## config.mk

```make
export PLATFORM = sky130hd
export DESIGN_NAME = thumbwheel_store_loader
export DESIGN_NICKNAME = d
export VERILOG_FILES = /design/src/rtl/tsl_pkg.sv /design/src/rtl/tsl_slot_track.sv /design/src/rtl/tsl_nibble_clamp.sv /design/src/rtl/tsl_store_bank.sv /design/src/rtl/thumbwheel_store_loader.sv
export SDC_FILE = /design/constraint.sdc
export NUM_CORES = 1
export LEC_CHECK = 0
export BUFFER_PORTS_ARGS = -buffer_cell sky130_fd_sc_hd__buf_4
export CAP_MARGIN = 15
export CORE_UTILIZATION = 52
export DETAILED_ROUTE_END_ITERATION = 10
export MAX_ROUTING_LAYER = met4
export PLACE_DENSITY_LB_ADDON = 0.2
export SYNTH_ARGS = -nofsm -noshare
export SYNTH_HDL_FRONTEND = slang
export SYNTH_HIERARCHICAL = 1
export SYNTH_SLANG_ARGS = --single-unit
```

## constraint.sdc

```tcl
create_clock -name clk -period 3.6 [get_ports clk]
set_clock_uncertainty 0.2 [all_clocks]
set_input_delay 0.72 -clock clk [delete_from_list [all_inputs] [get_ports clk]]
set_output_delay 0.72 -clock clk [all_outputs]
set_load 0.005 [all_outputs]
```

## src/rtl/tsl_pkg.sv

```systemverilog
package tsl_pkg;
  typedef enum logic [1:0] {
    CODE_NONE   = 2'd0,
    CODE_PRESIG = 2'd1,
    CODE_MAIN   = 2'd2,
    CODE_PRESET = 2'd3
  } store_code_e;

  localparam int NUM_STORES = 3;
endpackage

```

## src/rtl/tsl_slot_track.sv

```systemverilog
module tsl_slot_track
  import tsl_pkg::*;
#(
  parameter int NDIG  = 6,
  localparam int IDXW = (NDIG > 1) ? $clog2(NDIG) : 1
) (
  input  logic            clk,
  input  logic            rst_n,
  input  logic [NDIG-1:0] digit_sel,
  input  logic [1:0]      code_in,
  output store_code_e     eff_code,
  output logic [IDXW-1:0] digit_idx,
  output logic            digit_ok
);
  logic [NDIG-1:0] prev_sel;
  store_code_e     held_code;
  logic            slot_start;

  assign slot_start = (digit_sel != prev_sel);

  always_ff @(posedge clk) begin
    if (!rst_n) begin
      prev_sel  <= '0;
      held_code <= CODE_NONE;
    end else begin
      prev_sel <= digit_sel;
      if (slot_start) held_code <= store_code_e'(code_in);
    end
  end

  assign eff_code = slot_start ? store_code_e'(code_in) : held_code;

  always_comb begin
    digit_ok = (digit_sel != '0) && ((digit_sel & (digit_sel - 1'b1)) == '0);
    digit_idx = '0;
    for (int i = 0; i < NDIG; i++) begin
      if (digit_sel[i]) digit_idx = IDXW'(i);
    end
  end
endmodule

```

## src/rtl/tsl_nibble_clamp.sv

```systemverilog
module tsl_nibble_clamp #(
  parameter int DW   = 4,
  parameter int MAXV = 9
) (
  input  logic [DW-1:0] raw,
  output logic [DW-1:0] clamped
);
  localparam logic [DW-1:0] LIMIT = DW'(MAXV);

  always_comb begin
    clamped = (raw > LIMIT) ? LIMIT : raw;
    p_bcd_range_r7: assert (clamped <= LIMIT);
  end
endmodule

```

## src/rtl/tsl_store_bank.sv

```systemverilog
module tsl_store_bank
  import tsl_pkg::*;
#(
  parameter int NDIG  = 6,
  parameter int DW    = 4,
  localparam int IDXW = (NDIG > 1) ? $clog2(NDIG) : 1,
  localparam int SW   = NDIG * DW
) (
  input  logic                           clk,
  input  logic                           rst_n,
  input  logic                           wr_en,
  input  store_code_e                    wr_code,
  input  logic [IDXW-1:0]                wr_digit,
  input  logic [DW-1:0]                  wr_data,
  output logic [NUM_STORES-1:0][SW-1:0]  stores
);
  for (genvar s = 0; s < NUM_STORES; s++) begin : g_store
    for (genvar d = 0; d < NDIG; d++) begin : g_digit
      logic hit;
      assign hit = wr_en && (wr_code == store_code_e'(s + 1)) &&
                   (wr_digit == IDXW'(d));

      always_ff @(posedge clk) begin
        if (!rst_n)   stores[s][d*DW +: DW] <= '0;
        else if (hit) stores[s][d*DW +: DW] <= wr_data;
      end

      // nibble not addressed by a write keeps its value
      p_untouched_hold_r4: assert property (@(posedge clk) disable iff (!rst_n)
        (!wr_en || wr_code != store_code_e'(s + 1) || wr_digit != IDXW'(d))
        |=> $stable(stores[s][d*DW +: DW]));
    end
  end
endmodule

```

## src/rtl/thumbwheel_store_loader.sv

```systemverilog
module thumbwheel_store_loader
  import tsl_pkg::*;
#(
  parameter int NDIG  = 6,
  parameter int DW    = 4,
  parameter int MAXV  = 9,
  localparam int IDXW = (NDIG > 1) ? $clog2(NDIG) : 1,
  localparam int SW   = NDIG * DW
) (
  input  logic            clk,
  input  logic            rst_n,
  input  logic [NDIG-1:0] digit_sel_i,
  input  logic            strobe_i,
  input  logic [1:0]      store_code_i,
  input  logic [DW-1:0]   bcd_i,
  output logic [SW-1:0]   presig_o,
  output logic [SW-1:0]   main_o,
  output logic [SW-1:0]   preset_o
);
  store_code_e                   eff_code;
  logic [IDXW-1:0]               digit_idx;
  logic                          digit_ok;
  logic [DW-1:0]                 nib;
  logic                          wr_en;
  logic [NUM_STORES-1:0][SW-1:0] stores;

  tsl_slot_track #(.NDIG(NDIG)) u_track (
    .clk(clk), .rst_n(rst_n), .digit_sel(digit_sel_i), .code_in(store_code_i),
    .eff_code(eff_code), .digit_idx(digit_idx), .digit_ok(digit_ok)
  );

  tsl_nibble_clamp #(.DW(DW), .MAXV(MAXV)) u_clamp (
    .raw(bcd_i), .clamped(nib)
  );

  assign wr_en = strobe_i && digit_ok && (eff_code != CODE_NONE);

  tsl_store_bank #(.NDIG(NDIG), .DW(DW)) u_bank (
    .clk(clk), .rst_n(rst_n), .wr_en(wr_en), .wr_code(eff_code),
    .wr_digit(digit_idx), .wr_data(nib), .stores(stores)
  );

  assign presig_o = stores[0];
  assign main_o   = stores[1];
  assign preset_o = stores[2];

  p_no_strobe_hold_r5: assert property (@(posedge clk) disable iff (!rst_n)
    !strobe_i |=> ($stable(presig_o) && $stable(main_o) && $stable(preset_o)));

  p_idle_code_hold_r3: assert property (@(posedge clk) disable iff (!rst_n)
    (strobe_i && eff_code == CODE_NONE)
    |=> ($stable(presig_o) && $stable(main_o) && $stable(preset_o)));

  p_bad_select_r8: assert property (@(posedge clk) disable iff (!rst_n)
    (strobe_i && $countones(digit_sel_i) != 1)
    |=> ($stable(presig_o) && $stable(main_o) && $stable(preset_o)));
endmodule

```

After elaboration in Yosys (flattened, before gate mapping)
Index checks and enable logic that the tools add are counted.
{"block": "classes", "magnitude_cmp": 1, "reduce_logical": 28, "mux": 7, "n_eq_ne": 9, "n_addsub": 1, "bitwise_logic": 1}
{"operator": "1-bit logical AND", "count": 24}
{"operator": "6-bit bitwise AND", "count": 1}
{"operator": "3-bit by 2-bit equality test with 1-bit output (second input constant)", "count": 2}
{"operator": "3-bit equality test (second input constant)", "count": 2}
{"operator": "6-bit zero test", "count": 1}
{"operator": "2-bit 2-to-1 mux", "count": 3}
{"operator": "3-bit 2-to-1 mux", "count": 2}
{"operator": "6-bit != test", "count": 1}
{"operator": "6-bit nonzero test", "count": 1}
{"operator": "6-bit by 1-bit subtractor with 6-bit output (second input constant)", "count": 1}
{"operator": "2-bit equality test (second input constant)", "count": 2}
{"operator": "4-bit greater-than comparator (second input constant)", "count": 1}
{"operator": "4-bit 2-to-1 mux", "count": 1}
{"operator": "3-bit by 1-bit equality test with 1-bit output (second input constant)", "count": 1}
{"operator": "3-bit zero test", "count": 1}
{"operator": "2-bit by 1-bit equality test with 1-bit output (second input constant)", "count": 1}
{"operator": "2-bit nonzero test", "count": 1}
{"operator": "1-bit 2-to-1 mux", "count": 1}
{"block": "word_totals", "word_cells": 67, "out_inout_bits": 72, "ff_bits": 80, "input_bits": 15}

Logic depth before layout (Yosys ltp)
{"block": "depth", "ltp_word": 8, "ltp_mapped": 9, "ltp_nobuf": 8}

Hierarchy
Netlist, hierarchy kept.
{"mod": "tsl_store_bank", "area_per_inst_um2": 2690.1, "n_inst": 1, "cells_each": 263}
{"mod": "tsl_slot_track", "area_per_inst_um2": 461.7, "n_inst": 1, "cells_each": 48}
{"mod": "tsl_nibble_clamp", "area_per_inst_um2": 27.5, "n_inst": 1, "cells_each": 5}
{"mod": "thumbwheel_store_loader", "area_per_inst_um2": 10.0, "n_inst": 1, "cells_each": 1}

Worst setup path before layout
No wires, ideal clock.
{"block": "synth_path", "kind": "input -> register", "from": "input port digit_sel_i[3]", "to": "register, netlist name u_bank/stores[64]", "t_arrival_ps": 2524, "n_path_buf": 1, "cell_stages": 9, "t_required_ps": 3328, "setup_time_ps": 72, "setup_slack_ps": 804, "cell_sequence": "buf_6 -> xnor2_2 -> nand4_1 -> nor3_4 -> mux2_4 -> o211a_1 -> and4bb_2 -> nand3_1 -> mux2i_1"}
{"item": "start: declaration", "line": "thumbwheel_store_loader.sv:12", "text": "input logic [NDIG-1:0] digit_sel_i,"}
{"item": "6-bit != test", "line": "tsl_slot_track.sv:19", "text": "assign slot_start = (digit_sel != prev_sel);"}
{"item": "2-bit 2-to-1 mux", "line": "tsl_slot_track.sv:31", "text": "assign eff_code = slot_start ? store_code_e'(code_in) : held_code;"}
{"item": "via eff_code[1]", "line": "thumbwheel_store_loader.sv:20", "text": "store_code_e eff_code;"}
{"item": "2-bit nonzero test", "line": "thumbwheel_store_loader.sv:36", "text": "assign wr_en = strobe_i && digit_ok && (eff_code != CODE_NONE);"}
{"item": "1-bit logical AND", "line": "thumbwheel_store_loader.sv:36"}
{"item": "via wr_en", "line": "thumbwheel_store_loader.sv:24", "text": "logic wr_en;"}
{"item": "1-bit logical AND (2 in series)", "line": "tsl_store_bank.sv:20", "text": "assign hit = wr_en && (wr_code == store_code_e'(s + 1)) &&"}
The timed path passes the listed nets, and every way through them passes these cells.
A chain may end at the register's enable or synchronous reset.

Final worst setup path
{"block": "layout_path", "from": "input port digit_sel_i[0]", "to": "register, netlist name u_bank/stores[51]"}
{"item": "6-bit != test", "line": "tsl_slot_track.sv:19"}
{"item": "2-bit 2-to-1 mux", "line": "tsl_slot_track.sv:31"}
{"item": "via eff_code[1]", "line": "thumbwheel_store_loader.sv:20"}
{"item": "2-bit nonzero test", "line": "thumbwheel_store_loader.sv:36"}
{"item": "1-bit logical AND", "line": "thumbwheel_store_loader.sv:36"}
{"item": "via wr_en", "line": "thumbwheel_store_loader.sv:24"}
{"item": "1-bit logical AND (2 in series)", "line": "tsl_store_bank.sv:20"}
The timed path passes the listed nets, and every way through them passes these cells.

==> run summary <==
Crit path largest cell delay - 0.32 ns
top cells by area, synth - dfxtp_1 50%, mux2i_1 23%, nand2_1 11%
Setup violations, final - 0
die area - 6450 µm²
actual slew at the worst max-slew pin - 0.856 ns
sequential-to-total area share from yosys stat - 50.2%
# rows - 28
Max stage delay cell, worst path - nand3_1
Initial Util - 53.9%
All-Layer GR Usage - 24.3%
Clock Pin Slew Worst Setup and Hold Paths - 0.08 ns
setup TNS - 0 ns
critical path required time - 3.58 ns
Yosys warning total - 6
crit path buf inv count - 1
hold-fix buffers at CTS - 0
WS Path Type - in2reg
Period minus WS final - 2.84 ns
Yosys cell types - 35
design area - 4080 µm²
initial antenna violation count - 0
worst rel slew slack - 42.8%
final net count - 413
global-route wire length before repair - 11500 µm
number of CTS-inserted buffers - 9
PD cells - 417 nW/µm²
Worst Hold Depth - 2
CTS tree - built
number of synthesized flops with an enable pin - 0
Avg Synthesized Cell Area - 10.1 µm²
Post-CTS Setup Repair Bufs - 0
RSZ-0062 raised after global routing - no
clk sinks - 80
Reg2Reg Setup Slack - 0.95 ns
vias per std cell - 5.21
worst-path cell chain - buf_4, xnor2_1, nand4_1, nor3_4, mux2_4, o211a_1, nor4b_2, nand3_1, mux2i_1
Syn Nets - 332
worst hold path class - reg2reg
area grow syn2layout - 27.9%
Yosys top cell area share - 50.2%
Die Wd - 80.3 µm
Post-Syn Area - 3190 µm²
Die Y - 80.3 µm
post-synthesis async set-or-reset flop share - 0%
Critical Path AT - 2.82 ns
Resized Gates After CTS - 0
max-slew violation count - 0
Commonest cells post-synth - 90 x nand2_1, 80 x dfxtp_1, 74 x mux2i_1, 11 x clkbuf_1, 6 x nor2_2
final worst path period share - 78.9%
R2R depth - 8
Post-DRT Antenna Nets - 0
share of cells above drive strength 1 - 29.5%
crit start category - primary input
post-DP HPWL - 4790 µm
outcome - finished clean
f_max - 352 MHz
Lkg Pwr - 1.96 nW
H-tree levels - 3
filler cell count - 459
antenna diode count - 0
grt total ovfl - 0
ys flop type - dfxtp_1
CORE AREA - 5920 µm²
worst skew pair latency - 0.34 ns
Worst VDD drop - 0.245 mV
Vias - 2490
Synth Register Bits - 80
largest net degree at the start of global routing - 54
Fin. Hold Viols - 0
count leader, synth - nand2_1
Post-DP Area - 3860 µm²
DRT Pass-1 Iters - 4
Final Power - 0.00170 W
port bufs - 86
Post-Synthesis Cells - 317
GPL Wtd Cong - 0.745
delay-heaviest family, CP - simple AND/OR/NAND/NOR gates
CP Capture Type - register
per-cell routed wire length - 15.4 µm
residual DRC count - 0
crit path max fanout - 10
area leader, netlist - dfxtp_1
Routed WL - 7370 µm
max cap viols - 0
Max Root-Sink Buffers - 2
IO Count - 87
initial drt markers - 100
number of global-route vias before repair - 2338
root buf cell - clkbuf_8
Stages on worst setup path - 9
-- through the flow --
stage	utilization (%)	worst slack, ns	instances	hold WS [ns]
2_1_floorplan	-	0.804	317	0.238
6_report	68.9	0.761	478	0.263
3_3_place_gp	65.2	0.518	462	0.242
4_1_cts	68.9	0.813	478	0.268
3_5_place_dp	65.2	0.462	462	0.256
5_1_grt	68.9	0.633	478	0.281
-- cell type report --
type,count,area [µm²],area share [%]
Multi-Input combinational cell,218,1510,36.9
Inverter,2,7.51,0.184
Tap cell,75,93.8,2.30
Sequential cell,80,1600,39.3
Clock inverter,6,91.3,2.24
Clock buffer,10,128,3.13
Timing Repair Buffer,87,653,16.0
-- report_power, final --
group          total [W]  switching, W  internal (W)
Combinational  0.0000915     0.0000590     0.0000325
Clock           0.000719      0.000326      0.000393
Sequential      0.000893    0.00000300      0.000890
Total            0.00170      0.000388       0.00132
-- worst min-delay path, stage by stage, from the launching register on --
cell     delay (ns)
dfxtp_1        0.31
nand2_1        0.05
mux2i_1        0.05
-- kinds of logic (layout without fill, tap and decap cells) --
logic type                Yosys count  after routing  share of synthesized area, %
DFF                                80             80                          50.2
xor gates and xnor gates            7              7                          2.39
buffers and inverters              19            105                          2.59
muxes                              76             76                          24.2
and+or+nand+nor                   127            127                          19.0
AOI/OAI and AO/OA                   8              8                          1.65
-- flip-flops by register name (all words and copies together) (netlist names) --
signal	count
u_bank/stores	72
u_track/prev_sel	6
u_track/held_code	2
-- routing by layer --
layer	global-route usage [%]	vias to the layer above	share of wire, %
met4	6.61	0	0.35
met1	33.0	1212	48
met2	36.3	66	47
met5	-	-	0
met3	5.68	2	4.7
li1	-	1210	-
-- cells in the final DEF (no fill, tap or decap), drive strengths merged --
cell type / Yosys / layout
nor3b: 2 / 2
o31ai: 1 / 1
bufinv: 0 / 2
nand2: 90 / 90
or2: 1 / 1
nand4: 1 / 1
o211ai: 1 / 1
and4bb: 3 / 3
nand2b: 3 / 3
nand3: 4 / 4
nand4b: 2 / 2
clkbuf: 11 / 10
mux2i: 74 / 74
o211a: 1 / 1
buf: 6 / 87
nor4b: 1 / 1
and2: 6 / 6
o21bai: 1 / 1
nor2: 7 / 7
nor2b: 4 / 4
xor2: 3 / 3
clkinvlp: 0 / 3
a21oi: 2 / 2
nor3: 3 / 3
xnor2: 4 / 4
o21ai: 2 / 2
dfxtp: 80 / 80
inv: 2 / 3
mux2: 2 / 2
-- final timing paths --
check / startpoint / endpoint
max reg2reg: u_track/prev_sel[3] / u_bank/stores[51]
min: u_bank/stores[12] / u_bank/stores[12]
min reg2reg: u_bank/stores[12] / u_bank/stores[12]
max: digit_sel_i[0] / u_bank/stores[51]
Power figures use the tool's default switching activity.
